--- src/rtl/rx_pkg.sv ---
package rx_pkg;

   typedef enum logic [2:0] {
      RX_OK        = 3'd0,
      RX_TIMEOUT   = 3'd1,
      RX_LEN_ERR   = 3'd2,
      RX_NOT_READY = 3'd3,
      RX_BAD_INPUT = 3'd4
   } rx_status_e;

   typedef enum logic [3:0] {
      S_IDLE, S_CLR, S_RDY, S_HDRW, S_HDRR, S_CHK, S_PAYW, S_PAYR,
      S_RCHK, S_TAILW, S_TAILR, S_FEND, S_FAIL, S_RST, S_RSTW, S_DONE
   } rx_state_e;

endpackage

--- src/rtl/rx_poll_wait.sv ---
// Polled wait: samples a condition once every POLL_CYC cycles while running,
// flags a hit or, after WAIT_POLLS false samples, an expiry.
module rx_poll_wait #(
   parameter int POLL_CYC   = 8,
   parameter int WAIT_POLLS = 64
) (
   input  logic clk,
   input  logic rst_n,
   input  logic arm,
   input  logic run,
   input  logic cond,
   output logic hit,
   output logic expire
);
   localparam int TW = $clog2(WAIT_POLLS + 1);

   logic          sample;
   logic [TW-1:0] tcnt_q;

   generate
      if (POLL_CYC > 1) begin : g_div
         localparam int PC_W = $clog2(POLL_CYC);
         logic [PC_W-1:0] pcnt_q;
         always_ff @(posedge clk or negedge rst_n) begin
            if (!rst_n)      pcnt_q <= '0;
            else if (arm)    pcnt_q <= '0;
            else if (run)    pcnt_q <= (pcnt_q == '0) ? PC_W'(POLL_CYC - 1) : pcnt_q - 1'b1;
         end
         assign sample = (pcnt_q == '0);
      end else begin : g_nodiv
         assign sample = 1'b1;
      end
   endgenerate

   always_ff @(posedge clk or negedge rst_n) begin
      if (!rst_n)               tcnt_q <= '0;
      else if (arm)             tcnt_q <= '0;
      else if (run && sample)   tcnt_q <= tcnt_q + 1'b1;
   end

   assign hit    = run && sample && cond;
   assign expire = run && sample && !cond && (tcnt_q == TW'(WAIT_POLLS - 1));
endmodule

--- src/rtl/rx_frag_plan.sv ---
// Splits a fragment length into whole slots and tail bytes and checks it
// against the free space of the buffer.
module rx_frag_plan #(
   parameter int LEN_W = 9,
   parameter int CAP_W = 12,
   parameter int SHIFT = 2
) (
   input  logic [LEN_W-1:0] frag_len,
   input  logic [CAP_W-1:0] space_left,
   output logic [LEN_W-1:0] words,
   output logic [SHIFT-1:0] tail,
   output logic             too_big
);
   localparam int CMP_W = ((LEN_W > CAP_W) ? LEN_W : CAP_W) + 1;

   assign words   = frag_len >> SHIFT;
   assign tail    = frag_len[SHIFT-1:0];
   assign too_big = CMP_W'(frag_len) > CMP_W'(space_left);
endmodule

--- src/rtl/msg_reasm_rx.sv ---
module msg_reasm_rx
   import rx_pkg::*;
#(
   parameter int SLOT_W     = 32,
   parameter int LEN_LSB    = 16,
   parameter int LEN_W      = 9,
   parameter int CMPL_BIT   = 31,
   parameter int FILL_W     = 8,
   parameter int CAP_W      = 12,
   parameter int MAX_TRIES  = 5,
   parameter int POLL_CYC   = 8,
   parameter int WAIT_POLLS = 64,
   localparam int BYTES     = SLOT_W / 8,
   localparam int NB_W      = $clog2(BYTES + 1)
) (
   input  logic              clk,
   input  logic              rst_n,
   input  logic              start,
   input  logic [CAP_W-1:0]  capacity,
   input  logic [FILL_W-1:0] peer_fill,
   input  logic              peer_ready,
   input  logic [SLOT_W-1:0] slot_data,
   output logic              slot_pop,
   output logic              intr_clr,
   output logic              doorbell,
   output logic              link_rst,
   output logic              buf_we,
   output logic [CAP_W-1:0]  buf_addr,
   output logic [SLOT_W-1:0] buf_wdata,
   output logic [NB_W-1:0]   buf_nbytes,
   output logic              zero_len_warn,
   output logic              done,
   output logic [2:0]        status,
   output logic [CAP_W-1:0]  byte_count
);
   localparam int SHIFT = $clog2(BYTES);
   localparam int TRY_W = $clog2(MAX_TRIES + 1);

   generate
      if (SLOT_W < 16 || (SLOT_W & (SLOT_W - 1)) != 0) begin : g_bad_slot
         $error("SLOT_W must be a power of two of at least 16");
      end
      if (LEN_LSB + LEN_W > SLOT_W || CMPL_BIT >= SLOT_W ||
          (CMPL_BIT >= LEN_LSB && CMPL_BIT < LEN_LSB + LEN_W)) begin : g_bad_hdr
         $error("header fields do not fit the slot or overlap");
      end
      if (MAX_TRIES < 1 || POLL_CYC < 1 || WAIT_POLLS < 1) begin : g_bad_cnt
         $error("MAX_TRIES, POLL_CYC and WAIT_POLLS must be at least 1");
      end
   endgenerate

   rx_state_e        state_q, state_d;
   rx_status_e       stat_q, err_code;
   logic             set_err;
   logic [CAP_W-1:0] cap_q, off_q, cnt_q, left;
   logic [TRY_W-1:0] try_q;
   logic [LEN_W-1:0] len_q, words_q, f_words;
   logic [SHIFT-1:0] rem_q, f_rem;
   logic             cmpl_q, f_big;
   logic             w_run, w_cond, w_hit, w_exp, last_try, frag_ok, frag_more;

   assign left      = cap_q - off_q;
   assign last_try  = (try_q == TRY_W'(MAX_TRIES - 1));
   assign frag_ok   = cmpl_q && (len_q != '0);
   assign frag_more = !cmpl_q && (len_q != '0) && (left != '0);

   rx_frag_plan #(.LEN_W(LEN_W), .CAP_W(CAP_W), .SHIFT(SHIFT)) u_plan (
      .frag_len   (len_q),
      .space_left (left),
      .words      (f_words),
      .tail       (f_rem),
      .too_big    (f_big)
   );

   assign w_run  = state_q inside {S_RDY, S_HDRW, S_PAYW, S_TAILW, S_RSTW};
   assign w_cond = (state_q == S_RDY || state_q == S_RSTW) ? peer_ready : (peer_fill != '0);

   rx_poll_wait #(.POLL_CYC(POLL_CYC), .WAIT_POLLS(WAIT_POLLS)) u_wait (
      .clk    (clk),
      .rst_n  (rst_n),
      .arm    (state_d != state_q),
      .run    (w_run),
      .cond   (w_cond),
      .hit    (w_hit),
      .expire (w_exp)
   );

   always_comb begin
      state_d  = state_q;
      set_err  = 1'b0;
      err_code = RX_OK;
      unique case (state_q)
         S_IDLE:  if (start) state_d = (capacity == '0) ? S_DONE : S_CLR;
         S_CLR:   state_d = S_RDY;
         S_RDY: begin
            if (w_hit)      state_d = S_HDRW;
            else if (w_exp) state_d = S_FAIL;
         end
         S_HDRW: begin
            if (w_hit)      state_d = S_HDRR;
            else if (w_exp) begin state_d = S_RST; set_err = 1'b1; err_code = RX_TIMEOUT; end
         end
         S_HDRR:  state_d = S_CHK;
         S_CHK: begin
            if (f_big)              begin state_d = S_RST; set_err = 1'b1; err_code = RX_LEN_ERR; end
            else if (f_words != '0) state_d = S_PAYW;
            else                    state_d = S_RCHK;
         end
         S_PAYW: begin
            if (w_hit)      state_d = S_PAYR;
            else if (w_exp) begin state_d = S_RST; set_err = 1'b1; err_code = RX_TIMEOUT; end
         end
         S_PAYR:  state_d = (words_q == LEN_W'(1)) ? S_RCHK : S_PAYW;
         S_RCHK: begin
            if (!peer_ready)        begin state_d = S_RST; set_err = 1'b1; err_code = RX_NOT_READY; end
            else if (rem_q != '0)   state_d = S_TAILW;
            else                    state_d = S_FEND;
         end
         S_TAILW: begin
            if (w_hit)      state_d = S_TAILR;
            else if (w_exp) begin state_d = S_RST; set_err = 1'b1; err_code = RX_TIMEOUT; end
         end
         S_TAILR: state_d = S_FEND;
         S_FEND: begin
            if (frag_more)    state_d = S_HDRW;
            else if (frag_ok) state_d = S_DONE;
            else              state_d = S_FAIL;
         end
         S_FAIL: begin
            if (last_try) begin state_d = S_RST; set_err = 1'b1; err_code = RX_NOT_READY; end
            else          state_d = S_RDY;
         end
         S_RST:   state_d = S_RSTW;
         S_RSTW:  if (w_hit || w_exp) state_d = S_DONE;
         S_DONE:  state_d = S_IDLE;
         default: state_d = S_IDLE;
      endcase
   end

   always_ff @(posedge clk or negedge rst_n) begin
      if (!rst_n) begin
         state_q <= S_IDLE;
         stat_q  <= RX_OK;
         cap_q   <= '0;
         off_q   <= '0;
         cnt_q   <= '0;
         try_q   <= '0;
         len_q   <= '0;
         words_q <= '0;
         rem_q   <= '0;
         cmpl_q  <= 1'b0;
      end else begin
         state_q <= state_d;
         if (set_err) stat_q <= err_code;
         unique case (state_q)
            S_IDLE: if (start) begin
               cap_q <= capacity;
               off_q <= '0;
               try_q <= '0;
               cnt_q <= '0;
               if (capacity == '0) stat_q <= RX_BAD_INPUT;
            end
            S_HDRR: begin
               len_q  <= slot_data[LEN_LSB +: LEN_W];
               cmpl_q <= slot_data[CMPL_BIT];
            end
            S_CHK: begin
               words_q <= f_words;
               rem_q   <= f_rem;
            end
            S_PAYR: begin
               off_q   <= off_q + CAP_W'(BYTES);
               words_q <= words_q - LEN_W'(1);
            end
            S_TAILR: off_q <= off_q + CAP_W'(rem_q);
            S_FEND: if (!frag_more && frag_ok) begin
               stat_q <= RX_OK;
               cnt_q  <= off_q;
            end
            S_FAIL: if (!last_try) begin
               try_q <= try_q + 1'b1;
               off_q <= '0;
            end
            default: ;
         endcase
      end
   end

   assign slot_pop      = (state_q == S_HDRR) || (state_q == S_PAYR) || (state_q == S_TAILR);
   assign buf_we        = (state_q == S_PAYR) || (state_q == S_TAILR);
   assign buf_addr      = off_q;
   assign buf_wdata     = slot_data;
   assign buf_nbytes    = (state_q == S_TAILR) ? NB_W'(rem_q) : NB_W'(BYTES);
   assign intr_clr      = (state_q == S_CLR);
   assign link_rst      = (state_q == S_RST);
   assign doorbell      = (state_q == S_FEND) && !cmpl_q && (peer_fill == '0);
   assign zero_len_warn = (state_q == S_CHK) && (len_q == '0);
   assign done          = (state_q == S_DONE);
   assign status        = stat_q;
   assign byte_count    = cnt_q;
endmodule

--- config.mk ---
export PLATFORM = sky130hd
export DESIGN_NAME = msg_reasm_rx
export DESIGN_NICKNAME = d
export VERILOG_FILES = /design/src/rtl/rx_pkg.sv /design/src/rtl/rx_poll_wait.sv /design/src/rtl/rx_frag_plan.sv /design/src/rtl/msg_reasm_rx.sv
export SDC_FILE = /design/constraint.sdc
export NUM_CORES = 1
export LEC_CHECK = 0
export BUFFER_PORTS_ARGS = -buffer_cell sky130_fd_sc_hd__buf_2
export CAP_MARGIN = 15
export CORE_MARGIN = 2
export CORE_UTILIZATION = 25
export DETAILED_ROUTE_END_ITERATION = 7
export PLACE_DENSITY = 0.49
export SYNTH_ARGS = -nofsm -noshare
export SYNTH_HDL_FRONTEND = slang
export SYNTH_SLANG_ARGS = --single-unit
--- constraint.sdc ---
create_clock -name clk -period 4.7 [get_ports clk]
set_input_delay 0.705 -clock clk [delete_from_list [all_inputs] [get_ports clk]]
set_output_delay 0.705 -clock clk [all_outputs]
set_load 0.01 [all_outputs]
==> flow_summary.toml, run 1 <==
[status]
status = "complete, no violations"

[cells_and_area]
multi_input_area_mm2 = 0.00290
final_cells = 943
antenna_cells = 0
drive_above_1_share_pct = 19.2
areaGrowthSynthToFinish_pct = 15.1
fin_util_pct = 29.2
nNetsFinal = 752
nFillCells = 2276
seqCellArea_mm2 = 0.00193

[synth]
yosysMostFrequentCell = "nand2_1"
synth_ff_type = "dfrtp_1"
synth_cell_types = 72
seq_area_frac_synth_pct = 36.3
syn_area_per_cell_um2 = 8.51
ys_seq_elements = 77
syn_nets = 711
synth_warnings = 0
synth-edff-count = 0
synthTopCellsByCount = "nand2_1, dfrtp_1, nor2_1"
synth_area_mm2 = 0.00530
synth_top_area_cell = "dfrtp_1"
async_reset_ff_share_pct = 100
synth_cells = 623
synthDominantCellAreaShare_pct = 36.3
synth_area_leaders = "dfrtp_1, nand2_1, ha_1"

[global_route]
antenna_found_initial = 0
grt_overflow = 0
grt_usage_pct = 14.1
grt_start_max_net_pins = 78
grt_pass1_wl_mm = 24.4
grt_pass1_vias = 4378

[die]
die_w_um = 150
io_pins = 125
core-area_mm2 = 0.0209
die_y_um = 150
die_area_mm2 = 0.0224
fp-row-count = 53
initial_core_util_pct = 25.4

[timing]
worst_slew_pin_slew_ns = 1.08
max_freq_mhz = 242
finalSetupViolations = 0
hold_viol_final = 0
fin_crit_ns = 4.14
relSlewSlack_pct = 28.3
slew_viol_final = 0
rsz0062_at_grt = "false"
post-route-period-util_pct = 88.1
skew_ns = 0.00924
setup-tns-final_ns = 0
fin_hold_ws_ns = 0.192

[placed_design]
gp_congestion = 0.846
dpl.hpwl_mm = 11.5
dp_cells = 927
io_buffers = 80

[routing]
wl_per_cell_um = 16.2
drt-total-wl_mm = 15.3
ant_nets = 0
drt_first_pass_iters = 5
vias = 4574
route.detailed.vias_per_inst = 4.85
drtIter0Drc = 405
detail_route.drc_violations = 0

[critical_path]
r2r-end = "u_wait.g_div.pcnt_q[0]"
end_kind = "flip-flop"
ff2ff_path_depth = 16
r2r-start = "buf_addr[0]"
r2r_slack_ns = 0.56
worst_setup_path_start_kind = "flip-flop"
critPathLaunch = "buf_addr[0]"
endpoint = "u_wait.g_div.pcnt_q[0]"
critical_path_class = "flip-flop to flip-flop"
worstPathMaxFanout = 10
critPathRequiredTime_ns = 4.96
crit_arrival_ns = 4.40

[cts]
cts_buffers = 9
ctsHoldBuffers = 0
cts_root_buffer = "clkbuf_16"
cts_resized = 0
worstSkewPairLatency_ns = 0.35
post_cts_buffers = 0
clkTransAtPathRegs_ns = 0.06
cts_tree = "built"
cts_max_level = 3
ctsLongestPathBuffers = 2
clkSinkCount = 77

[power_and_ir_drop]
p_per_area_mw_per_mm2 = 733
irDropWorstVdd_mv = 0.202
p_leak_nw = 2.80

[flow_run]
cap_viol_max_count = 0

[worst_hold_path]
hold_path.class = "input port to asynchronous set/reset pin"
[routing by layer]
metal	global-route usage [%]	wire length, um	part of all wire, %	up-vias
li1	-	-	-	2248
met1	18.9	7250	47	2189
met2	22.4	7120	46	120
met3	3.54	740	4.8	17
met4	3.86	212	1.4	0
met5	0	0	0	-
[through the flow]
stage	cell area (um2)	total power, mW	worst slack [ns]
after CTS	6070	4.49	0.560
after detailed placement	5730	3.61	0.597
after floorplan	5300	3.01	0.758
after global routing	6100	4.87	0.254
after global placement	5730	3.62	0.641
final	6100	4.47	0.560
[flip-flops by register name, indices dropped and copies added, names as in the netlist, 4 cells and up]
name and count:
buf_addr 12, byte_count 12, cap_q 12, len_q 9, words_q 9, u_wait.tcnt_q 7, state_q 4
[where the power goes]
part | switching (mW) | internal, mW
logic | 1.49 | 0.972
registers | 0.304 | 0.865
clock network | 0.294 | 0.544
total | 2.09 | 2.38
[cells by family after synthesis]
family	Yosys count	synth area share, %
XOR/XNOR	19	3.14
AO/OA/AOI/OAI	133	17.6
multiplexers	19	3.82
buffers and inverters	90	9.04
flip-flops	77	36.3
adder cells (fa/ha/maj)	32	7.84
AND/OR/NAND/NOR	253	22.3
[layout by cell type (no fill, tap or decap), types with 7 or more instances in the layout]
cell and n:
ha_1 30, xor2_1 8, a21oi_1 33, nor3_1 13, inv_1 34, nand4_1 12
o31ai_1 11, clkbuf_16 9, dfrtp_1 77, nand2_1 104, nor2_1 61, o21ai_0 27
mux2i_1 9, mux2_2 10, nor4_1 11, o211ai_1 10, xnor2_1 11, o22ai_1 7
nand3_1 17, buf_2 79
[layout make-up]
type,instances,area share (%)
Inverter,37,2.28
Timing Repair Buffer,83,7.30
Clock inverter,4,1.56
Sequential cell,77,31.6
Tap cell,275,5.64
Clock buffer,11,4.14
Multi-Input combinational cell,456,47.5
[how the worst min path moves through the flow]
stage	start	end	cells after the start
final	rst_n	cap_q[10]	1
after detailed placement	byte_count[9]	byte_count[9]	2
after global routing	rst_n	cap_q[9]	1
after floorplan	rst_n	buf_addr[0]	0
after CTS	byte_count[9]	byte_count[9]	2
after global placement	byte_count[9]	byte_count[9]	2
[critical path, stage by stage (launching register included)]
cell,delay (ns)
dfrtp_1,0.40
ha_1,0.17
inv_1,0.05
fa_1,0.39
a21o_1,0.20
and4_1,0.24
o21ai_0,0.37
nand2_1,0.12
ha_1,0.31
nand4_1,0.11
o21bai_1,0.17
a211o_1,0.30
or2_2,0.28
or2_2,0.36
a21oi_2,0.20
o21ai_4,0.14
a211oi_2,0.21
No activity file was read; power rests on OpenSTA's default activity.
==> run 2: changes to the inputs <==
--- a/config.mk
+++ b/config.mk
@@ -5,6 +5,7 @@
 export SDC_FILE = /design/constraint.sdc
 export NUM_CORES = 1
 export LEC_CHECK = 0
+export ABC_AREA = 1
 export BUFFER_PORTS_ARGS = -buffer_cell sky130_fd_sc_hd__buf_2
 export CAP_MARGIN = 15
 export CORE_MARGIN = 2
==> flow_summary.toml, run 2 <==
[synth]
synth_cell_types = 51
synth-edff-count = 0
synthDominantCellAreaShare_pct = 34.8
seq_area_frac_synth_pct = 34.8
synth_area_mm2 = 0.00553
synth_area_leaders = "dfrtp_1, nand2_1, inv_1"
yosysMostFrequentCell = "nand2_1"
synth_warnings = 0
synth_top_area_cell = "dfrtp_1"
synthTopCellsByCount = "nand2_1, inv_1, dfrtp_1"
syn_nets = 856
synth_cells = 768
syn_area_per_cell_um2 = 7.21
async_reset_ff_share_pct = 100
synth_ff_type = "dfrtp_1"
ys_seq_elements = 77

[routing]
drtIter0Drc = 287
route.detailed.vias_per_inst = 4.52
drt_first_pass_iters = 5
detail_route.drc_violations = 0
drt-total-wl_mm = 15.4
ant_nets = 0
vias = 4998
wl_per_cell_um = 13.9

[timing]
post-route-period-util_pct = 75.5
fin_crit_ns = 3.55
layout_setup_ws_ns = 1.15
relSlewSlack_pct = 48.3
worst_slew_pin_slew_ns = 0.775
hold_viol_final = 0
finalSetupViolations = 0
slew_viol_final = 0
skew_ns = 0.00629
rsz0062_at_grt = "false"
max_freq_mhz = 282
setup-tns-final_ns = 0

[power_and_ir_drop]
p_leak_nw = 3.42
irDropWorstVdd_mv = 0.186
switching_share_pct = 48.8
p_switching_mw = 2.10
comb_power_share_pct = 57.7
p_int_mw = 2.20
clkPwrFrac_pct = 18.0
p_per_area_mw_per_mm2 = 676
pwr-share-seq_pct = 24.3
totalPowerFinal_mw = 4.30

[critical_path]
crit_family = "simple AND/OR/NAND/NOR gates"
cpMaxStageDelayCell = "dfrtp_1"
worstPathMaxFanout = 10
crit_arrival_ns = 3.83
critPathRequiredTime_ns = 4.98
critical_path.max_stage_delay_ns = 0.46
timing.critical_path.mode_cell = "nand2_1"
critPathBufInv = 1
worst_setup_path_start_kind = "flip-flop"
end_kind = "flip-flop"
critical_path_class = "flip-flop to flip-flop"

[global_route]
grt_start_max_net_pins = 57
grt_pass1_wl_mm = 25.2
antenna_found_initial = 0
grt_usage_pct = 13.5
grt_overflow = 0
grt_pass1_vias = 4852

[status]
status = "complete, no violations"

[cells_and_area]
final_cells = 1105
mostFrequentLayoutCells = "nand2_1, inv_1, buf_2"
multi_input_area_mm2 = 0.00289
drive_above_1_share_pct = 18.9
antenna_cells = 0
final_common_cell = "nand2_1"
nFillCells = 2445
fin_util_pct = 29.2
seqCellArea_mm2 = 0.00193
nNetsFinal = 908
areaGrowthSynthToFinish_pct = 14.9

[cts]
cts_root_buffer = "clkbuf_16"
cts_max_level = 3
worstSkewPairLatency_ns = 0.35
cts_buffers = 9
clkTransAtPathRegs_ns = 0.06
ctsHoldBuffers = 0
cts_tree = "built"
cts_resized = 0
post_cts_buffers = 0
clkSinkCount = 77
ctsLongestPathBuffers = 2

[die]
core-area_mm2 = 0.0218
die_y_um = 153
initial_core_util_pct = 25.4
die_w_um = 153
io_pins = 125
fp-row-count = 54
die_area_mm2 = 0.0233

[placed_design]
dpl.hpwl_mm = 12.1
dp_worst_setup_slack_ns = 1.15
io_buffers = 80
gp_congestion = 0.873
dp_cells = 1089

[worst_hold_path]
hold_path.class = "input port to asynchronous set/reset pin"

[flow_run]
cap_viol_max_count = 0
[run 2: changes by cell type after synthesis, moves of 9 or more]
cell     previous run  this run
xnor2_1            11         1
inv_1              34       103
nor2_2              2        17
nand3_1            17        58
nand2_1           104       197
mux2_2             10         1
o31ai_1            11         1
[run 2: path summary, 6_finish.rpt]
path / start / cells past startpoint / endpoint / slack [ns]
min in group clk: cap_q[6] / 2 / cap_q[6] / 0.48
worst min register to register: cap_q[6] / 2 / cap_q[6] / 0.48
max in group asynchronous: rst_n / 2 / len_q[5] / 3.39
worst max-delay path: buf_addr[0] / 26 / u_wait.tcnt_q[4] / 1.15
worst min-delay path: rst_n / 1 / cap_q[11] / 0.24
worst max register to register: buf_addr[0] / 26 / u_wait.tcnt_q[4] / 1.15
[run 2: cell families after synthesis]
| logic type | after synthesis | synth area share [%] |
|---|---|---|
| mux | 2 | 0.384 |
| buf+inv | 158 | 13.0 |
| simple gates | 406 | 34.0 |
| xor+xnor | 8 | 1.27 |
| fa+ha+maj | 32 | 7.51 |
| flops | 77 | 34.8 |
| compound gates | 85 | 9.02 |
[run 2: power by group through the flow]
| stage | sequential, mW | clock, mW | combinational [mW] |
|---|---|---|---|
| after floorplan | 1.01 | 0 | 1.94 |
| after global placement | 1.06 | 0 | 2.50 |
| after detailed placement | 1.06 | 0 | 2.49 |
| after CTS | 1.05 | 0.795 | 2.51 |
| after global routing | 1.07 | 0.822 | 2.87 |
| final | 1.05 | 0.774 | 2.48 |
[run 2: final cells by class]
cell class	instances	area share, %
Multi-Input combinational cell	533	45.4
Sequential cell	77	30.3
Inverter	115	6.85
Timing Repair Buffer	84	6.81
Tap cell	280	5.51
Clock buffer	10	3.76
Clock inverter	6	1.36
[run 2: per-stage QoR]
step	area, um2	hold slack [ns]
2_1_floorplan	5530	0.409
3_3_place_gp	6030	0.467
3_5_place_dp	6030	0.467
4_1_cts	6360	0.241
5_1_grt	6360	0.253
6_report	6360	0.242
[run 2: per-layer routing]
metal  vias up  part of all wire [%]  track usage, %
met2       115                    44            21.0
met5         -                     0               0
met4         0                   2.0            5.03
li1       2554                     -               -
met1      2305                    50            18.8
met3        24                   4.1            2.36
==> run 3: changes to the inputs <==
--- a/config.mk
+++ b/config.mk
@@ -11,7 +11,7 @@
 export CORE_MARGIN = 2
 export CORE_UTILIZATION = 25
 export DETAILED_ROUTE_END_ITERATION = 7
-export PLACE_DENSITY = 0.49
+export PLACE_DENSITY = 0.51
 export SYNTH_ARGS = -nofsm -noshare
 export SYNTH_HDL_FRONTEND = slang
 export SYNTH_SLANG_ARGS = --single-unit
==> constraint.sdc (replaced) <==
create_clock -name clk -period 2.9 [get_ports clk]
set_input_delay 0.435 -clock clk [delete_from_list [all_inputs] [get_ports clk]]
set_output_delay 0.435 -clock clk [all_outputs]
set_load 0.01 [all_outputs]
==> flow_summary.toml, run 3 (synthesized netlist as in run 2, its figures left out) <==
[status]
status = "complete, but fails checks"
violations = "negative setup slack"

[timing]
layout_setup_ws_ns = -0.388
worst_slew_pin_slew_ns = 0.632
post-route-period-util_pct = 113
max_freq_mhz = 304
slew_viol_final = 0
fin_crit_ns = 3.29
finalSetupViolations = 13
rsz0062_at_grt = "true"
setup-tns-final_ns = -4.27
skew_ns = 0.00775
hold_viol_final = 0
relSlewSlack_pct = 57.7

[power_and_ir_drop]
comb_power_share_pct = 65.2
clkPwrFrac_pct = 14.9
switching_share_pct = 47.3
pwr-share-seq_pct = 19.9
p_switching_mw = 4.00
irDropWorstVdd_mv = 0.392
p_int_mw = 4.45
p_leak_nw = 3.75
p_per_area_mw_per_mm2 = 1190

[placed_design]
dp_worst_setup_slack_ns = -0.323
dpl.hpwl_mm = 12.6
gp_congestion = 0.901
io_buffers = 80

[cells_and_area]
antenna_cells = 0
drive_above_1_share_pct = 28.6
nNetsFinal = 969
areaGrowthSynthToFinish_pct = 27.9
final_common_cell = "nand2_1"
fin_util_pct = 32.5
mostFrequentLayoutCells = "nand2_1, inv_1, buf_2"

[worst_hold_path]
worst_hold_path.num_cells = 3
holdCritStartpoint = "capacity[5]"
hold-path-endpoint = "cap_q[5]"
hold_path.class = "input port to flip-flop"

[critical_path]
ff2ff_path_depth = 28
worst_setup_path_start_kind = "flip-flop"
critPathRequiredTime_ns = 3.18
crit_arrival_ns = 3.57
end_kind = "flip-flop"
worstPathMaxFanout = 5
critical_path_class = "flip-flop to flip-flop"
critical_path.max_stage_delay_ns = 0.39
r2r-start = "cap_q[0]"
cpMaxStageDelayCell = "fa_2"
r2r-end = "u_wait.tcnt_q[2]"
r2r_slack_ns = -0.39

[global_route]
use_met3_pct = 3.24
grt_overflow = 0
grt_pass1_wl_mm = 27.0
grt_pass1_vias = 5075
antenna_found_initial = 0
grt_start_max_net_pins = 78
grt_usage_pct = 14.4
busiest_layer = "met2"
grt_use_met1_pct = 20.2
use_met2_pct = 22.2

[cts]
worstSkewPairLatency_ns = 0.35
cts_tree = "built"
clkTransAtPathRegs_ns = 0.06
ctsLongestPathBuffers = 2
clkSinkCount = 77
cts_root_buffer = "clkbuf_16"
cts_buffers = 9
cts_max_level = 3

[routing]
route.detailed.vias_per_inst = 4.50
vias = 5248
drt_first_pass_iters = 6
wl_per_cell_um = 14.2
detail_route.drc_violations = 0
drtIter0Drc = 362
drt-total-wl_mm = 16.5
ant_nets = 0

[die]
die_area_mm2 = 0.0233
die_w_um = 153
fp-row-count = 54
initial_core_util_pct = 25.4
io_pins = 125
die_y_um = 153
core-area_mm2 = 0.0218

[flow_run]
cap_viol_max_count = 0
-- run 3: metrics by stage --
step / instances / hold WS [ns] / power (mW) / instance area (um2)
final: 1165 / 0.300 / 8.46 / 7080
after global routing: 1165 / 0.308 / 9.25 / 7080
after CTS: 1159 / 0.293 / 7.97 / 6860
after detailed placement: 1140 / 0.467 / 6.38 / 6440
after global placement: 1140 / 0.466 / 6.35 / 6440
after floorplan: 768 / 0.139 / 4.82 / 5550
-- run 3: layer usage --
| layer | vias up | wire length [um] |
|---|---|---|
| met5 | - | 0 |
| met4 | 0 | 293 |
| met3 | 24 | 889 |
| met2 | 134 | 7350 |
| met1 | 2411 | 7980 |
| li1 | 2679 | - |
-- run 3: cell type report --
type / instances / area (um2)
inverters: 115 / 435
well taps: 280 / 350
fillers: 2386 / 14700
clock buffers: 11 / 243
clock inverters: 4 / 72.6
flip-flops and latches: 77 / 1930
repair buffers: 144 / 926
multi-input cells: 534 / 3130
-- run 3: repair_timing --
item,in CTS,in global routing
gates resized for setup,20,29
buffers inserted,3,4
gates cloned,1,0
setup endpoints to repair,13,17
endpoints found under the hold margin,0,12
hold buffers,0,1
pin swaps,4,23
-- run 3: worst max-delay path by stage --
| stage | from | endpoint | slack, ns | depth (start not counted) |
|---|---|---|---|---|
| 2_1_floorplan | buf_addr[0] | u_wait.g_div.pcnt_q[0] | -0.04 | 26 |
| 3_3_place_gp | cap_q[0] | u_wait.g_div.pcnt_q[2] | -0.21 | 27 |
| 3_5_place_dp | cap_q[0] | u_wait.tcnt_q[2] | -0.32 | 27 |
| 4_1_cts | cap_q[0] | u_wait.g_div.pcnt_q[2] | -0.24 | 27 |
| 5_1_grt | cap_q[0] | u_wait.tcnt_q[2] | -0.61 | 28 |
| 6_report | cap_q[0] | u_wait.tcnt_q[2] | -0.39 | 28 |
-- run 3: worst max-delay path, delay by kind of cell (launching register included) --
kind | cells | cell delay [ns]
adder cells (fa/ha/maj) | 3 | 0.78
buffers and inverters | 4 | 0.29
flip-flops | 1 | 0.37
AND/OR/NAND/NOR | 21 | 1.76
-- run 3: power by group through the flow --
| stage | logic (mW) | registers [mW] | clock network (mW) |
|---|---|---|---|
| after CTS | 5.02 | 1.67 | 1.28 |
| after global routing | 6.20 | 1.73 | 1.32 |
| after global placement | 4.67 | 1.68 | 0 |
| after floorplan | 3.18 | 1.64 | 0 |
| final | 5.51 | 1.68 | 1.26 |
| after detailed placement | 4.69 | 1.68 | 0 |
